`src/rtl/sync_cond_pkg.sv`:
```
package sync_cond_pkg;
  localparam int SRC_W = 2;
  localparam int DIV_W = 3;

  typedef struct packed {
    logic [SRC_W-1:0] srcSel;
    logic             fallEdge;
    logic [DIV_W-1:0] divCode;
  } syncCfg_t;

  typedef struct packed {
    logic clearPresc;  // restart prescaler
    logic countEn;     // edges may be counted, pulses may leave
    logic swFire;      // accepted software request
  } syncStrobe_t;

  localparam syncCfg_t CFG_RESET = '{srcSel: 2'b10, fallEdge: 1'b0, divCode: '0};
endpackage

```
`src/rtl/sync_cond_ctrl.sv`:
```
module sync_cond_ctrl
  import sync_cond_pkg::*;
(
  input  logic        clk,
  input  logic        rstN,
  input  logic        cntEnable,
  input  logic        cfgWrite,
  input  syncCfg_t    cfgIn,
  input  logic        swSyncReq,
  output syncCfg_t    cfg,
  output syncStrobe_t strobe
);
  logic enPrev;
  logic cfgAccept;

  assign cfgAccept = cfgWrite && !cntEnable;

  always_ff @(posedge clk or negedge rstN) begin
    if (!rstN) begin
      cfg    <= CFG_RESET;
      enPrev <= 1'b0;
    end else begin
      enPrev <= cntEnable;
      if (cfgAccept) cfg <= cfgIn;
    end
  end

  always_comb begin
    strobe.clearPresc = cfgAccept || (cntEnable && !enPrev);
    strobe.countEn    = cntEnable;
    strobe.swFire     = swSyncReq && cntEnable;
  end

  AST_CFG_LOCKED: assert property (@(posedge clk) disable iff (!rstN)
    cntEnable |=> $stable(cfg));
endmodule

```
`src/rtl/sync_cond_path.sv`:
```
module sync_cond_path
  import sync_cond_pkg::*;
#(
  parameter int NUM_SRC     = 4,
  parameter int SYNC_STAGES = 2
) (
  input  logic               clk,
  input  logic               rstN,
  input  logic [NUM_SRC-1:0] refIn,
  input  syncCfg_t           cfg,
  input  syncStrobe_t        strobe,
  output logic               syncPulse
);
  localparam int CNT_W = (1 << DIV_W) - 1;

  logic [NUM_SRC-1:0] riseEv;
  logic [NUM_SRC-1:0] fallEv;
  logic [CNT_W-1:0]   prescCnt;
  logic [CNT_W-1:0]   divMask;
  logic               selEdge;
  logic               divTick;

  for (genvar i = 0; i < NUM_SRC; i++) begin : g_src
    logic [SYNC_STAGES-1:0] stage;
    logic                   prevLvl;
    always_ff @(posedge clk or negedge rstN) begin
      if (!rstN) begin
        stage   <= '0;
        prevLvl <= 1'b0;
      end else begin
        stage   <= {stage[SYNC_STAGES-2:0], refIn[i]};
        prevLvl <= stage[SYNC_STAGES-1];
      end
    end
    assign riseEv[i] = stage[SYNC_STAGES-1] && !prevLvl;
    assign fallEv[i] = !stage[SYNC_STAGES-1] && prevLvl;
  end

  always_comb begin
    selEdge = cfg.fallEdge ? fallEv[cfg.srcSel] : riseEv[cfg.srcSel];
    divMask = ~({CNT_W{1'b1}} << cfg.divCode);
    divTick = strobe.countEn && !strobe.clearPresc && selEdge && (prescCnt == divMask);
  end

  always_ff @(posedge clk or negedge rstN) begin
    if (!rstN) begin
      prescCnt  <= '0;
      syncPulse <= 1'b0;
    end else begin
      if (strobe.clearPresc)                prescCnt <= '0;
      else if (strobe.countEn && selEdge)   prescCnt <= divTick ? '0 : prescCnt + 1'b1;
      syncPulse <= divTick || strobe.swFire;
    end
  end

  AST_CNT_BOUND: assert property (@(posedge clk) disable iff (!rstN)
    prescCnt <= divMask);
  AST_RESTART: assert property (@(posedge clk) disable iff (!rstN)
    strobe.clearPresc |=> prescCnt == '0);
  AST_IDLE_OFF: assert property (@(posedge clk) disable iff (!rstN)
    !strobe.countEn |=> !syncPulse);
  AST_SW_FIRE: assert property (@(posedge clk) disable iff (!rstN)
    strobe.swFire |=> syncPulse);
endmodule

```
`src/rtl/sync_pulse_conditioner.sv`:
```
module sync_pulse_conditioner
  import sync_cond_pkg::*;
#(
  parameter int NUM_SRC     = 4,
  parameter int SYNC_STAGES = 2
) (
  input  logic               clk,
  input  logic               rstN,
  input  logic [NUM_SRC-1:0] refIn,
  input  logic               cntEnable,
  input  logic               cfgWrite,
  input  logic [SRC_W-1:0]   srcSelIn,
  input  logic               fallEdgeIn,
  input  logic [DIV_W-1:0]   divCodeIn,
  input  logic               swSyncReq,
  output logic               syncPulse,
  output logic [SRC_W-1:0]   srcSel,
  output logic               fallEdge,
  output logic [DIV_W-1:0]   divCode
);
  syncCfg_t    cfgIn;
  syncCfg_t    cfg;
  syncStrobe_t strobe;

  assign cfgIn = '{srcSel: srcSelIn, fallEdge: fallEdgeIn, divCode: divCodeIn};

  sync_cond_ctrl u_ctrl (
    .clk(clk), .rstN(rstN), .cntEnable(cntEnable), .cfgWrite(cfgWrite),
    .cfgIn(cfgIn), .swSyncReq(swSyncReq), .cfg(cfg), .strobe(strobe)
  );

  sync_cond_path #(.NUM_SRC(NUM_SRC), .SYNC_STAGES(SYNC_STAGES)) u_path (
    .clk(clk), .rstN(rstN), .refIn(refIn), .cfg(cfg), .strobe(strobe),
    .syncPulse(syncPulse)
  );

  assign srcSel   = cfg.srcSel;
  assign fallEdge = cfg.fallEdge;
  assign divCode  = cfg.divCode;
endmodule

```
`config.mk`:
```
export PLATFORM = sky130hd
export DESIGN_NAME = sync_pulse_conditioner
export DESIGN_NICKNAME = d
export VERILOG_FILES = /design/src/rtl/sync_cond_pkg.sv /design/src/rtl/sync_cond_ctrl.sv /design/src/rtl/sync_cond_path.sv /design/src/rtl/sync_pulse_conditioner.sv
export SDC_FILE = /design/constraint.sdc
export NUM_CORES = 1
export LEC_CHECK = 0
export ABC_AREA = 1
export BUFFER_PORTS_ARGS = -buffer_cell sky130_fd_sc_hd__buf_4
export CAP_MARGIN = 40
export CORE_UTILIZATION = 35
export DETAILED_ROUTE_END_ITERATION = 8
export GPL_ROUTABILITY_DRIVEN = 0
export GPL_TIMING_DRIVEN = 0
export SETUP_SLACK_MARGIN = 0.1
export SYNTH_ARGS = -nofsm -noshare
export SYNTH_HDL_FRONTEND = slang
export SYNTH_SLANG_ARGS = --single-unit
```
`constraint.sdc`:
```
create_clock -name clk -period 1.8 [get_ports clk]
set_input_delay 0.09 -clock clk [delete_from_list [all_inputs] [get_ports clk]]
set_output_delay 0.09 -clock clk [all_outputs]
set_load 0.01 [all_outputs]
```
Word-level counts from Yosys, hierarchy flattened. Index checks and enable logic that the tools add are counted. Widths: inputs -> output; s select.

$mul: 0. Reductions and logical operators: 29. Div/mod/pow operators: 0. Magnitude comparators: 1. Eq/ne operators: 1. Add/subtract/negate cells: 1. Mux-type cells: 8. Bitwise gates (word level): 1. Shifts and indexed selects: 1.

Operator list (number): $mux 7 (3); $logic_and 1x1->1 (15); $logic_not 1->1 (11); $add 7x1->7 const B (1); $eq 7x7->1 (1); $not 7->7 (1); $shl 7x3->7 const A (1); $bmux 1 s2 (2); $lt 2x3->1 const B (1); $mux 1 (3); $logic_or 1x1->1 (2); $reduce_bool 2->1 (1).

Register bits after elaboration: 27. Latch bits: 0. Memories kept: 0. Bits of input ports: 15. Bits in writable memories: 0. ROM bits: 0. Output and inout bits: 7.

Longest topological paths before layout. Gate-level depths: netlist (run 1).

Depth in word-level cells: 10. Depth in mapped cells: 12.

Hierarchy. From an unflattened synthesis (run 1), not the netlist that was laid out.

Cell total of the unflattened synthesis: 172. Area total of the unflattened synthesis: 1400.1 sq um.

Modules (own cells, without submodules): sync_cond_path (times used 1, cells an instance 141, area an instance 1118.6 sq um); sync_cond_ctrl (times used 1, cells an instance 31, area an instance 281.5 sq um).

Least setup slack after synthesis (run 1). OpenSTA, ideal clock, no wires.

Kind: reg2reg. Start: register, netlist name u_ctrl.cfg[2]. End: register u_path.prescCnt[0]. Slack: 0.444 ns. Path buffers: 1. Cell stages (with the launch flop): 12. Data required time: 1.686 ns. Arrival: 1.242 ns. Period minus slack after synthesis: 1.356 ns. Path through: dfrtp_1 -> buf_6 -> inv_2 -> nand3_1 -> nand2_1 -> nand2_1 -> nor2_1 -> nand3_4 -> clkinv_2 -> nand2_2 -> nand2_1 -> nor2_1.

Longest elaborated chain between the ends: 7.

RTL lines: $shl 7x3->7 (RTL line sync_cond_path.sv:41) `divMask = ~({CNT_W{1'b1}} << cfg.divCode);`; $not 7->7 (RTL line sync_cond_path.sv:41); $eq 7x7->1 (RTL line sync_cond_path.sv:42) `divTick = strobe.countEn && !strobe.clearPresc && selEdge && (prescCnt == divMask);`; $logic_and 1x1->1 (RTL line sync_cond_path.sv:42); $mux 7 (2 in a row) (RTL line sync_cond_path.sv:51) `else if (strobe.countEn && selEdge) prescCnt <= divTick ? '0 : prescCnt + 1'b1;`; $mux 7 (RTL line sync_cond_path.sv:50) `if (strobe.clearPresc) prescCnt <= '0;`; end signal: assignment (RTL line sync_cond_path.sv:51); end: declaration (RTL line sync_cond_path.sv:18) `logic [CNT_W-1:0] prescCnt;`.

Every way passes these cells. The select of a mux whose other input is x is not followed. A chain may end at the register's enable or synchronous reset.

Worst setup path in the final report (run 1).
Start: register, netlist name u_ctrl.cfg[5]. End: register u_path.prescCnt[2].

Longest elaborated chain between the ends: 8. Elaborated cells between the ends (all ways): 12. Those cells by class: 8 x mux; 4 x reduce/logical.

RTL lines: $bmux 1 s2 (RTL line sync_cond_path.sv:40) `selEdge = cfg.fallEdge ? fallEv[cfg.srcSel] : riseEv[cfg.srcSel];`; $mux 1 (not written as such) (RTL line sync_cond_path.sv:40); $mux 1 (*) (RTL line sync_cond_path.sv:40); $logic_and 1x1->1 (2 in a row) (RTL line sync_cond_path.sv:42); $mux 7 (2 in a row) (RTL line sync_cond_path.sv:51); $mux 7 (RTL line sync_cond_path.sv:50).

Mark *: on every way between the ends. The rest lies on a longest branch, timed or not. The select of a mux whose other input is x is not followed.

==> impl_metrics.tcl, run 1 <==
set metrics [dict create \
    syn2layout_area_growth_pct 24.2 \
    cts_made_buffers 3 \
    reg2reg_to "u_path.prescCnt[2]$_DFFE_PN0P_" \
    grt_first_pass_wirelength_um 4670 \
    p_comb_share_pct 20.8 \
    peakVddDrop_uv 355 \
    postCtsHoldBufs 6 \
    grt_start_max_net_pins 28 \
    tightest_slew_ns 0.337 \
    p_leak_nw 0.891 \
    post-route-util_pct 45.6 \
    worstSetupStartpointType "register" \
    htreeDepth 1 \
    finClkSkew_ns 0.00264 \
    power_frac_seq_pct 51.9 \
    fin_setup_tns_ns 0 \
    worstPathArrival_ns 1.65 \
    dieArea_um2 4120 \
    cts_tree "yes" \
    grt_pass1_vias 1078 \
    finalSetupViolations 0 \
    startpoint "u_ctrl.cfg[5]$_DFFE_PN1P_" \
    drt-initial-drc-count 36 \
    num_io_pins 22 \
    core_area_um2 3690 \
    drv_cap 0 \
    endpoint_kind "register" \
    critPathRequiredTime_ns 1.97 \
    power.density_nw_per_um2 788 \
    seqCellArea_um2 677 \
    cts.sinks 27 \
    fin_ws_ns 0.324 \
    overflow 0 \
    rsz0062_at_grt "no" \
    gr-usage-all-layers_pct 14.6 \
    placed_area_um2 1570 \
    rows 22 \
    fillerInstances 371 \
    pwr-share-clk_pct 27.3 \
    drt-total-wl_um 2610 \
    r2r_cells 9 \
    final_net_count 212 \
    insertion_delay_ns 0.27 \
    hold_viol_final 0 \
    clk_pin_slew_ns 0.10 \
    status "completed" \
    synth_cells 164 \
    clk_path_buf_depth 2 \
    p_switching_uw 395 \
    drc 0 \
    p_int_uw 931 \
    chipHeight_um 64.2 \
    cts-resized-gates 0 \
    diodes 0 \
    cts-root-buf "clkbuf_8" \
    wire_per_inst_um 10.7 \
    path_max_fanout 8 \
    synth_area_per_cell_um2 8.26 \
    drtAntennaViolNets 0 \
    synth.distinct_cells 24 \
    finalCritPeriodShare_pct 82.0 \
    fmax_ghz 0.677 \
    sw_frac_of_total_pct 29.8 \
    yosysSeqAreaShare_pct 50.0 \
    numPortBuffers 21 \
    vias 1136 \
    syn-cell-area_um2 1360 \
    routed_via_density 4.67 \
    crit_type "register to register" \
    min_path_type "input pin to register" \
    dp_slack_ns 0.332 \
    rrSetupSlack_ns 0.32 \
    drive_gt1_share_pct 22.1 \
    post_cts_buffers 0 \
    design_area_um2 1680 \
    multiInputGateArea_um2 557 \
    drt_pass1_iterations 4 \
    slew-limit-headroom_pct 77.4 \
    antenna_found_initial 0 \
    ys_ff_latch 27 \
    ys_warn_count 0 \
    layout_min_cycle_time_ns 1.48 \
    initial_core_util_pct 36.7 \
    crit-reg2reg-launch "u_ctrl.cfg[5]$_DFFE_PN1P_" \
    dieWidth_um 64.2 \
    crit_end "u_path.prescCnt[2]$_DFFE_PN0P_" \
    drv_slew 0 \
    synthesis.nets 180 \
    dp_hpwl_um 1950 \
]
-- cell families (layout without fill, tap and decap cells) --
kind of cell	count (synthesis)	after routing	share of synthesized area, %
adders and majority gates	1	1	0.923
DFF	27	27	50.0
AOI/OAI and AO/OA	11	11	4.34
and+or+nand+nor	94	94	32.6
xor gates and xnor gates	5	5	3.23
buffers and inverters	26	57	8.96
-- synth_stat cells (all sizes together) --
master	count	area [um2]
inv	22	82.6
dfstp	1	26.3
a21oi	8	43.8
bufinv	1	17.5
nand3	18	108
xor2	5	43.8
buf	2	16.3
dfrtp	26	651
ha	1	12.5
o21ai	3	15.0
nand3b	1	7.51
clkinv	1	5.00
nand4	7	43.8
nand2	45	176
nor2	23	106
-- layout by cell type, fill, tap and decap left out, drive strengths merged, types with 3 or more instances in the layout --
cell type,instances
nand4,7
a21oi,8
buf,23
clkbuf,3
nand3,18
inv,23
dlygate4sd3,6
nor2,23
nand2,45
xor2,5
o21ai,3
dfrtp,26
-- layout make-up --
| class | instances | share of cell area, % |
|---|---|---|
| plain buffers | 2 | 0.967 |
| clock buffers | 3 | 2.45 |
| clock inverters | 1 | 0.520 |
| inverters | 24 | 6.25 |
| multi-input cells | 111 | 33.1 |
| flip-flops and latches | 27 | 40.2 |
| well taps | 48 | 3.57 |
| repair buffers | 27 | 12.9 |
-- metal layers --
| metal | global-route usage, % | up-vias | part of all wire, % |
|---|---|---|---|
| met4 | 7.22 | 0 | 2.0 |
| met2 | 23.4 | 30 | 46 |
| met1 | 19.4 | 524 | 48 |
| met3 | 1.61 | 4 | 4.4 |
| met5 | 0 | - | 0 |
| li1 | - | 578 | - |
-- state kept, by name, indices dropped and copies added (netlist names) --
register / cells
u_path.syncPulse: 1
u_path.g_src.stage: 8
u_ctrl.enPrev: 1
u_path.prescCnt: 7
u_path.g_src.prevLvl: 4
u_ctrl.cfg: 6
-- critical path, stage by stage, from the launching register on --
cell     delay [ns]
dfstp_2        0.58
inv_1          0.08
nand3_1        0.10
nand2_1        0.06
nand2_1        0.07
nand2_2        0.06
nor2_4         0.22
nor2_4         0.08
nand2_1        0.07
nand2_1        0.06
-- worst min-delay path by stage --
stage                    from                            endpoint  slack [ns]  depth (start not counted)
CTS                 swSyncReq          u_path.syncPulse$_DFF_PN0_       0.005                          3
floorplan                rstN           u_ctrl.cfg[0]$_DFFE_PN0P_       -0.21                          0
global route        swSyncReq          u_path.syncPulse$_DFF_PN0_        0.03                          3
detailed placement       rstN  u_path.g_src[1].stage[0]$_DFF_PN0_        0.02                          1
finish              swSyncReq          u_path.syncPulse$_DFF_PN0_        0.01                          3
global placement         rstN  u_path.g_src[2].stage[0]$_DFF_PN0_        0.02                          1
-- per-stage QoR --
step	total power, mW	hold WS [ns]	instances
floorplan	0.863	-0.206	164
global placement	0.960	0.0193	233
detailed placement	0.968	0.0248	233
CTS	1.35	0.00504	243
global route	1.41	0.0252	243
finish	1.33	0.0103	243
-- power groups by stage --
stage          clock [mW]  sequential [mW]  combinational [mW]
2_1_floorplan           0            0.700               0.164
3_3_place_gp            0            0.698               0.262
3_5_place_dp            0            0.700               0.268
4_1_cts             0.381            0.688               0.280
5_1_grt             0.404            0.696               0.315
6_report            0.362            0.688               0.276
(Power assumes the default switching activity.)
==> inputs of run 2 (changes only) <==
==> constraint.sdc (replaced) <==
create_clock -name clk -period 1.25 [get_ports clk]
set_input_delay 0.0625 -clock clk [delete_from_list [all_inputs] [get_ports clk]]
set_output_delay 0.0625 -clock clk [all_outputs]
set_load 0.01 [all_outputs]
==> impl_metrics.tcl, run 2 (same netlist as run 1, synthesis figures left out) <==
set metrics [dict create \
    path_max_fanout 8 \
    fin_ws_ns -0.211 \
    tightest_slew_ns 0.340 \
    largest_reg_flops 8 \
    grt_first_pass_wirelength_um 5110 \
    hold_depth 3 \
    drc 0 \
    rows 22 \
    drt_pass1_iterations 4 \
    grt_start_max_net_pins 28 \
    clk_pin_slew_ns 0.10 \
    drive_gt1_share_pct 30.2 \
    r2r_cells 9 \
    cts-root-buf "clkbuf_8" \
    post-route-util_pct 49.0 \
    seqCellArea_um2 678 \
    rrSetupSlack_ns -0.21 \
    drt-total-wl_um 2980 \
    drv_cap 0 \
    hp-start "srcSelIn[1]" \
    syn2layout_area_growth_pct 33.3 \
    finClkSkew_ns 0.00351 \
    fmax_ghz 0.685 \
    finalSetupViolations 8 \
    initial_core_util_pct 36.7 \
    worstPathArrival_ns 1.64 \
    drt-initial-drc-count 56 \
    worstSetupStartpointType "register" \
    rsz0062_at_grt "yes" \
    crit_path_top_delay_cell "dfstp_2" \
    cts.sinks 27 \
    dieArea_um2 4120 \
    diodes 0 \
    whs_ns 0.0213 \
    mostFrequentLayoutCells "nand2_1, buf_4, dfrtp_1" \
    total_power_mw 2.02 \
    drtAntennaViolNets 0 \
    cts_made_buffers 3 \
    critPathRequiredTime_ns 1.43 \
    final_net_count 222 \
    finalCritPeriodShare_pct 117 \
    numPortBuffers 21 \
    cts_tree "yes" \
    drv_slew 0 \
    clk_path_buf_depth 2 \
    chipHeight_um 64.2 \
    gr-usage-all-layers_pct 16.2 \
    hold_viol_final 0 \
    routed_via_density 4.74 \
    dp_hpwl_um 2040 \
    crit-reg2reg-launch "u_ctrl.cfg[5]$_DFFE_PN1P_" \
    antenna_found_initial 0 \
    core_area_um2 3690 \
    peakVddDrop_uv 451 \
    critPathMaxStageDelay_ns 0.60 \
    final_common_cell "nand2_1" \
    crit_top_cell "nand2_1" \
    reg2reg_to "u_path.prescCnt[4]$_DFFE_PN0P_" \
    multiInputGateArea_um2 589 \
    dieWidth_um 64.2 \
    min_path_type "input pin to register" \
    whs_endpoint "u_ctrl.cfg[5]$_DFFE_PN1P_" \
    slew-limit-headroom_pct 77.3 \
    num_io_pins 22 \
    top_regs "u_path.g_src.stage (8), u_path.prescCnt (7), u_ctrl.cfg (6)" \
    design_area_um2 1810 \
    violations "setup timing" \
    insertion_delay_ns 0.28 \
    status "finished with violations" \
    overflow 0 \
    grt_pass1_vias 1176 \
    htreeDepth 1 \
    power.density_nw_per_um2 1120 \
    vias 1200 \
    p_leak_nw 0.946 \
    wire_per_inst_um 11.8 \
    layout_min_cycle_time_ns 1.46 \
    dp_slack_ns -0.218 \
    top_register "u_path.g_src.stage" \
    crit_type "register to register" \
    fillerInstances 351 \
    cp_cell_sequence "inv_2, nand3_2, nand2_1, nand2_1, nand2_2, nor2_4, nor2_4, nand2_1, nand2_1" \
    endpoint_kind "register" \
    placed_area_um2 1590 \
]
-- run 2: cell count changes in the layout (fill, tap and decap cells not counted), moves of 2 or more --
cell and change:
nand3_2 +5, inv_4 +2, nor2_2 +3, nor2_1 -3, buf_4 +7, buf_6 +2
nand3_1 -5
-- run 2: timing repair --
item	4_1_cts	5_1_grt
gates resized for setup	3	5
cloned	0	0
hold endpoints to repair	33	0
hold buffers	7	0
buffers inserted	5	4
endpoints found under the setup margin	8	9
pin swaps	5	8
-- run 2: through the flow --
stage	instances	setup TNS [ns]
6_report	253	-1.53
5_1_grt	253	-2.46
4_1_cts	249	-1.27
3_5_place_dp	233	-1.59
3_3_place_gp	233	-1.40
2_1_floorplan	164	-0.509
-- run 2: final cells by class --
type | count | area share (%)
flip-flops and latches | 27 | 37.5
multi-input cells | 111 | 32.6
repair buffers | 37 | 16.8
inverters | 24 | 6.09
well taps | 48 | 3.32
clock buffers | 3 | 2.29
plain buffers | 2 | 0.900
clock inverters | 1 | 0.485
-- run 2: report_power, final --
| part | switching [mW] | total, mW | internal [mW] |
|---|---|---|---|
| registers | 0.0654 | 0.998 | 0.933 |
| logic | 0.251 | 0.485 | 0.234 |
| clock network | 0.298 | 0.532 | 0.235 |
-- run 2: worst max-delay path by stage --
stage | to | from | slack, ns
2_1_floorplan | u_path.prescCnt[2]$_DFFE_PN0P_ | u_ctrl.cfg[5]$_DFFE_PN1P_ | -0.07
3_3_place_gp | u_path.prescCnt[1]$_DFFE_PN0P_ | u_ctrl.cfg[4]$_DFFE_PN0P_ | -0.20
3_5_place_dp | u_path.prescCnt[3]$_DFFE_PN0P_ | u_ctrl.cfg[4]$_DFFE_PN0P_ | -0.22
4_1_cts | u_path.prescCnt[3]$_DFFE_PN0P_ | u_ctrl.cfg[4]$_DFFE_PN0P_ | -0.18
5_1_grt | u_path.prescCnt[0]$_DFFE_PN0P_ | u_ctrl.cfg[2]$_DFFE_PN0P_ | -0.33
6_report | u_path.prescCnt[4]$_DFFE_PN0P_ | u_ctrl.cfg[5]$_DFFE_PN1P_ | -0.21
-- run 2: critical path: cells and delay by family (launching register included) --
kind / cells / cell delay [ns]
DFF: 1 / 0.60
buffers and inverters: 1 / 0.07
and+or+nand+nor: 8 / 0.69
-- run 2: layer usage --
layer	vias to the layer above	GRT usage [%]	share of wire [%]
li1	593	-	-
met1	579	20.2	46
met2	23	27.5	48
met3	5	3.04	4.2
met4	0	6.67	1.7
met5	-	0	0
==> inputs of run 3 (changes only) <==
--- a/config.mk
+++ b/config.mk
@@ -8,6 +8,7 @@
 export ABC_AREA = 1
 export BUFFER_PORTS_ARGS = -buffer_cell sky130_fd_sc_hd__buf_4
 export CAP_MARGIN = 40
+export CORE_MARGIN = 5
 export CORE_UTILIZATION = 35
 export DETAILED_ROUTE_END_ITERATION = 8
 export GPL_ROUTABILITY_DRIVEN = 0
==> constraint.sdc (replaced) <==
create_clock -name clk -period 1.3 [get_ports clk]
set_input_delay 0.065 -clock clk [delete_from_list [all_inputs] [get_ports clk]]
set_output_delay 0.065 -clock clk [all_outputs]
set_load 0.01 [all_outputs]
==> impl_metrics.tcl, run 3 (same netlist as run 1, synthesis figures left out) <==
set metrics [dict create \
    status "finished with violations" \
    violations "setup timing" \
    drtAntennaViolNets 0 \
    clk_path_buf_depth 2 \
    drive_gt1_share_pct 30.0 \
    total_power_mw 1.92 \
    grt_use_met2_pct 21.0 \
    antenna_found_initial 0 \
    p_int_mw 1.34 \
    pwr-share-clk_pct 26.0 \
    rrSetupSlack_ns -0.16 \
    top_register "u_path.g_src.stage" \
    drt-total-wl_um 2930 \
    endpoint_kind "register" \
    insertion_delay_ns 0.27 \
    finalSetupViolations 8 \
    hold_viol_final 0 \
    hold_depth 3 \
    mostFrequentLayoutCells "nand2_1, buf_4, dfrtp_1" \
    finClkSkew_ns 0.00336 \
    path_max_fanout 9 \
    sw_frac_of_total_pct 30.2 \
    chipHeight_um 72.2 \
    top_regs "u_path.g_src.stage (8), u_path.prescCnt (7), u_ctrl.cfg (6)" \
    r2r_cells 11 \
    fillerInstances 376 \
    hp-start "srcSelIn[1]" \
    grt-busiest-layer "met2" \
    min_path_type "input pin to register" \
    dieArea_um2 5220 \
    fmax_ghz 0.686 \
    slew-limit-headroom_pct 77.3 \
    drv_cap 0 \
    cts_made_buffers 3 \
    p_comb_share_pct 23.9 \
    overflow 0 \
    post-route-util_pct 48.3 \
    largest_reg_flops 8 \
    clk_pin_slew_ns 0.10 \
    drv_slew 0 \
    worstSetupStartpointType "register" \
    reg2reg_to "u_path.prescCnt[0]$_DFFE_PN0P_" \
    cts-root-buf "clkbuf_8" \
    core_area_um2 3720 \
    wire_per_inst_um 11.7 \
    cts.sinks 27 \
    power.density_nw_per_um2 1070 \
    numPortBuffers 21 \
    syn2layout_area_growth_pct 32.5 \
    whs_endpoint "u_ctrl.cfg[5]$_DFFE_PN1P_" \
    design_area_um2 1800 \
    final_common_cell "nand2_1" \
    placed_area_um2 1590 \
    p_switching_uw 579 \
    finalCritPeriodShare_pct 112 \
    final_net_count 220 \
    drc 0 \
    rows 22 \
    routed_via_density 4.66 \
    rsz0062_at_grt "yes" \
    num_io_pins 22 \
    htreeDepth 1 \
    initial_core_util_pct 36.5 \
    peakVddDrop_uv 441 \
    dieWidth_um 72.2 \
    dp_hpwl_um 2120 \
    p_leak_nw 0.938 \
    grt_first_pass_wirelength_um 5330 \
    critPathRequiredTime_ns 1.47 \
    grt_use_met3_pct 2.08 \
    crit-reg2reg-launch "u_ctrl.cfg[2]$_DFFE_PN0P_" \
    vias 1169 \
    cts_tree "yes" \
    power_frac_seq_pct 50.0 \
    drt-initial-drc-count 72 \
    layout_min_cycle_time_ns 1.46 \
    diodes 0 \
    use_met1_pct 16.8 \
    drt_pass1_iterations 4 \
    fin_ws_ns -0.158 \
    grt_start_max_net_pins 28 \
    tightest_slew_ns 0.340 \
    gr-usage-all-layers_pct 12.6 \
    worstPathArrival_ns 1.63 \
    crit_type "register to register" \
    fin_setup_tns_ns -1.09 \
    grt_pass1_vias 1162 \
]
## run 3: cell types whose count changed in the layout (fill, tap and decap cells not counted), sizes merged
cell,change
buf,-2
## run 3: power groups by stage
stage / registers, mW / clock network, mW / logic, mW
after floorplan: 0.971 / 0 / 0.236
after global placement: 0.970 / 0 / 0.374
after detailed placement: 0.976 / 0 / 0.382
after CTS: 0.957 / 0.521 / 0.450
after global routing: 0.970 / 0.559 / 0.514
final: 0.960 / 0.500 / 0.460
## run 3: worst max path at each step
stage / end / slack [ns] / start / depth (start not counted)
after floorplan: u_path.prescCnt[2]$_DFFE_PN0P_ / -0.02 / u_ctrl.cfg[5]$_DFFE_PN1P_ / 9
after global placement: u_path.prescCnt[2]$_DFFE_PN0P_ / -0.15 / u_ctrl.cfg[4]$_DFFE_PN0P_ / 10
after detailed placement: u_path.prescCnt[2]$_DFFE_PN0P_ / -0.19 / u_ctrl.cfg[4]$_DFFE_PN0P_ / 10
after CTS: u_path.prescCnt[0]$_DFFE_PN0P_ / -0.16 / u_ctrl.cfg[2]$_DFFE_PN0P_ / 11
after global routing: u_path.prescCnt[0]$_DFFE_PN0P_ / -0.28 / u_ctrl.cfg[2]$_DFFE_PN0P_ / 11
final: u_path.prescCnt[0]$_DFFE_PN0P_ / -0.16 / u_ctrl.cfg[2]$_DFFE_PN0P_ / 11
## run 3: critical path: stages (launching register included)
cell and delay, ns:
dfrtp_1 0.41, buf_6 0.15, nor2_2 0.07, nor2_1 0.04
nor2_1 0.10, nand2_1 0.07, nor2_2 0.15, nand3_4 0.14
clkinv_2 0.07, nand2_2 0.05, nand2_1 0.06, nor2_1 0.04
## run 3: timing repair
action,4_1_cts,5_1_grt
resized for setup,2,5
setup buffers,6,1
endpoints found under the setup margin,8,8
hold buffers,7,0
hold endpoints to repair,33,0
pin swaps,6,2
## run 3: layer usage
| metal | routed length [um] | part of all wire, % | up-vias |
|---|---|---|---|
| met5 | 0 | 0 | - |
| met2 | 1440 | 49 | 20 |
| met3 | 120 | 4.1 | 2 |
| li1 | - | - | 594 |
| met4 | 24 | 0.82 | 0 |
| met1 | 1340 | 46 | 553 |
## run 3: layout make-up
type	count	area, um2	share of cell area, %
flip-flops and latches	27	679	37.8
multi-input cells	111	587	32.7
repair buffers	35	293	16.3
inverters	24	110	6.13
well taps	48	60.1	3.34
clock buffers	3	41.3	2.30
plain buffers	2	16.3	0.906
clock inverters	1	8.76	0.488
## run 3: stage by stage
| step | hold slack [ns] | std cells | setup slack (ns) |
|---|---|---|---|
| finish | 0.0307 | 251 | -0.158 |
| global route | 0.0169 | 251 | -0.280 |
| CTS | 0.0210 | 250 | -0.161 |
| detailed placement | -0.00254 | 233 | -0.188 |
| global placement | -0.00752 | 233 | -0.152 |
| floorplan | -0.231 | 164 | -0.0236 |
